[src/rtl/dac_in_pkg.sv]
package dac_in_pkg;

    localparam int DEF_BUS_W   = 8;
    localparam int DEF_SHORT_W = 16;
    localparam int DEF_LONG_W  = 18;

    typedef enum logic {
        LOAD_SERIAL = 1'b0,
        LOAD_BYTES  = 1'b1
    } load_mode_e;

    typedef struct packed {
        logic long_word;
        logic msb_first;
        logic sin;
    } serial_cfg_t;

endpackage

[src/rtl/dac_in_strobe_edge.sv]
module dac_in_strobe_edge (
    input  logic clk,
    input  logic rst,
    input  logic sel,
    output logic cap
);
    logic sel_q;

    always_ff @(posedge clk) begin
        if (rst) sel_q <= 1'b0;
        else     sel_q <= sel;
    end

    assign cap = sel & ~sel_q;


    single_capture_chk: assert property (@(posedge clk) disable iff (rst)
        cap |=> !cap);

endmodule

[src/rtl/dac_in_first_rank.sv]
module dac_in_first_rank
    import dac_in_pkg::*;
#(
    parameter int BUS_W   = DEF_BUS_W,
    parameter int SHORT_W = DEF_SHORT_W,
    parameter int LONG_W  = DEF_LONG_W,
    localparam int LANES  = SHORT_W / BUS_W
) (
    input  logic              clk,
    input  logic              rst,
    input  logic              cap,
    input  load_mode_e        mode,
    input  serial_cfg_t       cfg,
    input  logic [LANES-1:0]  byte_en,
    input  logic [BUS_W-1:0]  bus,
    output logic [LONG_W-1:0] word,
    output logic              sout
);
    logic [LONG_W-1:0] word_q;
    logic [LONG_W-1:0] word_nxt;
    logic [LONG_W-1:0] ser_nxt;
    logic [LONG_W-1:0] byte_nxt;
    logic [LANES-1:0][BUS_W-1:0] lanes;
    logic sin_w, msb_w, long_w;

    assign sin_w  = cfg.sin;
    assign msb_w  = cfg.msb_first;
    assign long_w = cfg.long_word;

    for (genvar g = 0; g < LANES; g++) begin : g_lane
        assign lanes[g] = byte_en[g] ? bus : word_q[g*BUS_W +: BUS_W];
    end

    assign byte_nxt = {word_q[LONG_W-1:SHORT_W], lanes};

    always_comb begin
        ser_nxt = word_q;
        if (long_w) begin
            ser_nxt = msb_w ? {word_q[LONG_W-2:0], sin_w}
                            : {sin_w, word_q[LONG_W-1:1]};
        end else begin
            ser_nxt[SHORT_W-1:0] = msb_w ? {word_q[SHORT_W-2:0], sin_w}
                                         : {sin_w, word_q[SHORT_W-1:1]};
        end
    end

    always_comb begin
        word_nxt = word_q;
        if (cap) word_nxt = (mode == LOAD_SERIAL) ? ser_nxt : byte_nxt;
    end

    always_ff @(posedge clk) begin
        if (rst) word_q <= '0;
        else     word_q <= word_nxt;
    end

    always_comb begin
        if (!msb_w)      sout = word_q[0];
        else if (long_w) sout = word_q[LONG_W-1];
        else             sout = word_q[SHORT_W-1];
    end

    assign word = word_q;


    no_capture_hold_chk: assert property (@(posedge clk) disable iff (rst)
        !cap |=> $stable(word_q));

    lane_keep_chk: assert property (@(posedge clk) disable iff (rst)
        cap && mode == LOAD_BYTES && !byte_en[0]
        |=> word_q[BUS_W-1:0] == $past(word_q[BUS_W-1:0]));

    msb_entry_chk: assert property (@(posedge clk) disable iff (rst)
        cap && mode == LOAD_SERIAL && msb_w |=> word_q[0] == $past(sin_w));

    lsb_entry_chk: assert property (@(posedge clk) disable iff (rst)
        cap && mode == LOAD_SERIAL && !msb_w && long_w
        |=> word_q[LONG_W-1] == $past(sin_w));

endmodule

[src/rtl/dac_in_second_rank.sv]
module dac_in_second_rank
    import dac_in_pkg::*;
#(
    parameter int SHORT_W = DEF_SHORT_W,
    parameter int LONG_W  = DEF_LONG_W,
    localparam int PAD    = LONG_W - SHORT_W
) (
    input  logic              clk,
    input  logic              rst,
    input  logic              load,
    input  logic              clr,
    input  logic              clr_mid,
    input  load_mode_e        mode,
    input  logic              long_word,
    input  logic [LONG_W-1:0] word,
    output logic [LONG_W-1:0] code
);
    localparam logic [LONG_W-1:0] MID_CODE = {1'b1, {(LONG_W-1){1'b0}}};

    logic [LONG_W-1:0] code_q;
    logic [LONG_W-1:0] framed;
    logic full_len;

    assign full_len = (mode == LOAD_SERIAL) && long_word;
    assign framed   = full_len ? word : {word[SHORT_W-1:0], {PAD{1'b0}}};

    always_ff @(posedge clk) begin
        if (rst)       code_q <= '0;
        else if (clr)  code_q <= clr_mid ? MID_CODE : '0;
        else if (load) code_q <= framed;
    end

    assign code = code_q;


    clear_zero_chk: assert property (@(posedge clk) disable iff (rst)
        clr && !clr_mid |=> code_q == '0);

    clear_mid_chk: assert property (@(posedge clk) disable iff (rst)
        clr && clr_mid |=> code_q == MID_CODE);

    hold_chk: assert property (@(posedge clk) disable iff (rst)
        !clr && !load |=> $stable(code_q));

    pad_zero_chk: assert property (@(posedge clk) disable iff (rst)
        !clr && load && !full_len |=> code_q[PAD-1:0] == '0);

endmodule

[src/rtl/dual_mode_dac_input.sv]
module dual_mode_dac_input
    import dac_in_pkg::*;
#(
    parameter int BUS_W   = DEF_BUS_W,
    parameter int SHORT_W = DEF_SHORT_W,
    parameter int LONG_W  = DEF_LONG_W
) (
    input  logic              clk,
    input  logic              rst,
    input  logic              sel_strobe,
    input  logic              ser_mode_n,
    input  logic              hi_en,
    input  logic              lo_en,
    input  logic [BUS_W-1:0]  data_bus,
    input  logic              load_strobe,
    input  logic              clear,
    input  logic              clear_mid,
    output logic [LONG_W-1:0] dac_code,
    output logic              ser_out
);
    logic              cap;
    load_mode_e        mode;
    serial_cfg_t       cfg;
    logic [LONG_W-1:0] word;

    assign mode          = ser_mode_n ? LOAD_BYTES : LOAD_SERIAL;
    assign cfg.sin       = data_bus[0];
    assign cfg.msb_first = data_bus[1];
    assign cfg.long_word = data_bus[2];

    dac_in_strobe_edge i_edge (
        .clk (clk),
        .rst (rst),
        .sel (sel_strobe),
        .cap (cap)
    );

    dac_in_first_rank #(
        .BUS_W   (BUS_W),
        .SHORT_W (SHORT_W),
        .LONG_W  (LONG_W)
    ) i_first (
        .clk     (clk),
        .rst     (rst),
        .cap     (cap),
        .mode    (mode),
        .cfg     (cfg),
        .byte_en ({hi_en, lo_en}),
        .bus     (data_bus),
        .word    (word),
        .sout    (ser_out)
    );

    dac_in_second_rank #(
        .SHORT_W (SHORT_W),
        .LONG_W  (LONG_W)
    ) i_second (
        .clk       (clk),
        .rst       (rst),
        .load      (load_strobe),
        .clr       (clear),
        .clr_mid   (clear_mid),
        .mode      (mode),
        .long_word (cfg.long_word),
        .word      (word),
        .code      (dac_code)
    );


    reset_code_chk: assert property (@(posedge clk)
        rst |=> dac_code == '0);

endmodule

[config.mk]
export PLATFORM = sky130hd
export DESIGN_NAME = dual_mode_dac_input
export DESIGN_NICKNAME = d
export VERILOG_FILES = /design/src/rtl/dac_in_pkg.sv /design/src/rtl/dac_in_strobe_edge.sv /design/src/rtl/dac_in_first_rank.sv /design/src/rtl/dac_in_second_rank.sv /design/src/rtl/dual_mode_dac_input.sv
export SDC_FILE = /design/constraint.sdc
export NUM_CORES = 1
export LEC_CHECK = 0
export ABC_CLOCK_PERIOD_IN_PS = 2850
export BUFFER_PORTS_ARGS = -buffer_cell sky130_fd_sc_hd__buf_2
export CAP_MARGIN = 20
export CORE_MARGIN = 2
export CORE_UTILIZATION = 42
export DETAILED_ROUTE_END_ITERATION = 8
export GPL_ROUTABILITY_DRIVEN = 0
export PLACE_DENSITY = 0.62
export SETUP_SLACK_MARGIN = 0.5
export SYNTH_ARGS = -nofsm -noshare
export SYNTH_HDL_FRONTEND = slang
export SYNTH_SLANG_ARGS = --single-unit
export TNS_END_PERCENT = 20
[constraint.sdc]
create_clock -name clk -period 2.85 [get_ports clk]
set_input_delay 0.4275 -clock clk [delete_from_list [all_inputs] [get_ports clk]]
set_output_delay 0.4275 -clock clk [all_outputs]
set_load 0.01 [all_outputs]
==> qor.yml <==
grt:
  grt_overflow: 0
  first_global_vias: 1438
  antenna_found_initial: 0
  grt_pass1_wl_um: 7130
  grt_max_degree: 37
  grt_usage: 0.178
sta:
  final_hold_viol_count: 0
  slew_headroom: 0.364
  setup_viol: 0
  post-route-period-util: 0.640
  tightestPinTransition_ns: 0.954
  setup_tns_ns: 0
  rsz0062_at_grt: "no"
  skew_ns: 0.00959
  maxSlewViolCount: 0
  min_period_ns: 1.82
  max_clock_freq_mhz: 548
clock_tree:
  numCtsBuffers: 5
  cts_buffer_depth: 2
  cts_sinks: 37
  tritoncts: "built"
  post-cts-setup-buffer-count: 0
  clk_pin_slew_ns: 0.07
  post_cts_resized: 0
  cts_hold_buf: 0
  cts-root-buf: "clkbuf_8"
  htreeDepth: 2
  insertion_delay_ns: 0.29
setup_path:
  critical_path_required_ns: 3.00
  worst_setup_path_end_kind: "flop"
  arrival_ns: 1.98
  worstReg2RegStart: "i_edge.sel_q"
  timing_worst_setup_path_type: "in -> reg"
  crit_fanout: 30
  r2r_slack_ns: 1.61
  crit_path_start: "ser_mode_n"
  worst_setup_path_start_kind: "input pin"
  r2r-end: "i_first.word[1]"
  ff2ff_path_depth: 3
worst_hold_path:
  hold_path.class: "in -> reg"
  holdCritStartpoint: "sel_strobe"
  min_to: "i_edge.sel_q"
  min_path_cells: 2
yosys:
  synth_top_area_share: 0.390
  synthCells: 209
  async_flop_share: 0
  synth.avg_cell_area_um2: 9.08
  yosys_warnings: 0
  synth_common_cells: "dfxtp_1 (37), a21oi_1 (20), nor2_1 (20)"
  syn_nets: 226
  ys_seq_area_frac: 0.390
  synthTopCellsByArea: "dfxtp_1 (39%), mux2i_1 (10%), a211oi_1 (5.9%), mux2_1 (5.3%), a21oi_1 (5.3%)"
  synth_ff_type: "dfxtp_1"
  synth-edff-count: 0
  synth.most_common_cell: "dfxtp_1"
  synth_seq_cells: 37
  yosysTopAreaCell: "dfxtp_1"
  syn_area_mm2: 0.00190
  yosysUniqueCellTypes: 30
route:
  ant_nets: 0
  dr.first_iter.drc_count: 83
  vias_per_cell: 5.64
  routed_wl_um: 4210
  drt-pass1-iter-count: 4
  avgRoutedWirePerCell_um: 14.8
  vias: 1603
  drc: 0
flow_run:
  maxCapViolCount: 0
power:
  powerDensity_mw_per_mm2: 518
  p_total_mw: 1.10
  ir_drop_uv: 331
  leakagePower_nw: 0.835
final_layout:
  final_nets: 249
  drive_gt1_frac: 0.198
  area_growth_syn_to_layout_pct: 11.8
  n_antenna_cell: 0
floorplanning:
  chipHeight_um: 71.2
  floorplan.core_area_mm2: 0.00435
  initial_core_util: 0.436
  rows: 24
  die-area_mm2: 0.00507
  io_pins: 36
  fp.dieW_um: 71.2
run_status:
  status: "finished, final reports clean"
placed_design:
  detailed_place_hpwl_um: 2840
  io_buffer_count: 35
-- layout make-up --
cell class                 instances  area (µm²)
sequential                        37         741
multi-input combinational        150        1040
clock buffer                       6        82.6
timing repair buffer              36         183
inverter                           2        7.51
clock inverter                     1        7.51
fill                             431        2230
tap                               52        65.1
-- how the worst max path moves through the flow --
stage | to | slack [ns] | cells past startpoint
final | i_second.code[2] | 1.03 | 4
after global routing | i_second.code[6] | 0.85 | 4
after CTS | i_second.code[6] | 1.01 | 4
after detailed placement | i_second.code[14] | 0.69 | 4
after global placement | i_second.code[2] | 0.73 | 4
after floorplan | i_first.word[10] | 1.54 | 4
-- registers in the layout, indices dropped and copies added, names as in the netlist --
name,flops
i_second.code,18
i_first.word,18
i_edge.sel_q,1
-- logic make-up after synthesis --
group	Yosys count	synth area share
AO/OA/AOI/OAI	71	0.249
flip-flops	37	0.390
buffers and inverters	22	0.0639
AND/OR/NAND/NOR	48	0.126
multiplexers	31	0.171
-- placed cells by master, fill, tap and decap left out, types with 2 or more instances in the layout --
master / netlist / routed
buf_2: 6 / 35
inv_1: 2 / 2
o21ai_0: 13 / 13
a311oi_1: 6 / 6
nor2b_1: 2 / 2
dfxtp_1: 37 / 37
nand2_1: 5 / 5
nand3_1: 2 / 2
and2b_1: 3 / 3
nand2b_1: 13 / 13
mux2i_1: 19 / 19
o21ai_1: 2 / 2
a211oi_1: 15 / 15
o2111ai_1: 11 / 11
a21oi_1: 20 / 20
mux2_1: 9 / 9
clkbuf_8: 0 / 6
mux2_2: 3 / 3
nor2_1: 20 / 20
-- power by group --
| group | switching [mW] | total [mW] | internal (mW) | leakage [nW] |
|---|---|---|---|---|
| logic | 0.0899 | 0.156 | 0.0657 | 0.489 |
| clock network | 0.187 | 0.378 | 0.191 | 0.0433 |
| registers | 0.0246 | 0.566 | 0.541 | 0.302 |
-- metrics by stage --
stage	hold slack (ns)	instance area (µm²)	setup slack, ns	instances	utilization
global placement	0.452	2030	0.732	277	0.467
CTS	0.369	2120	1.01	284	0.487
floorplan	0.482	1900	1.54	209	-
detailed placement	0.457	2030	0.687	277	0.467
finish	0.375	2120	1.03	284	0.487
global route	0.369	2120	0.848	284	0.487
-- worst max-delay path, cell delays in order --
cell and delay [ns]:
buf_2 0.25, and2b_1 0.90, mux2i_1 0.30, a211oi_1 0.09
-- layer usage --
layer  global-route usage  share of wire
met1                0.257           0.50
met2                0.246           0.42
met3               0.0633          0.065
met4               0.0608          0.013
met5                    0              0
No activity file was read; power rests on OpenSTA's default activity.
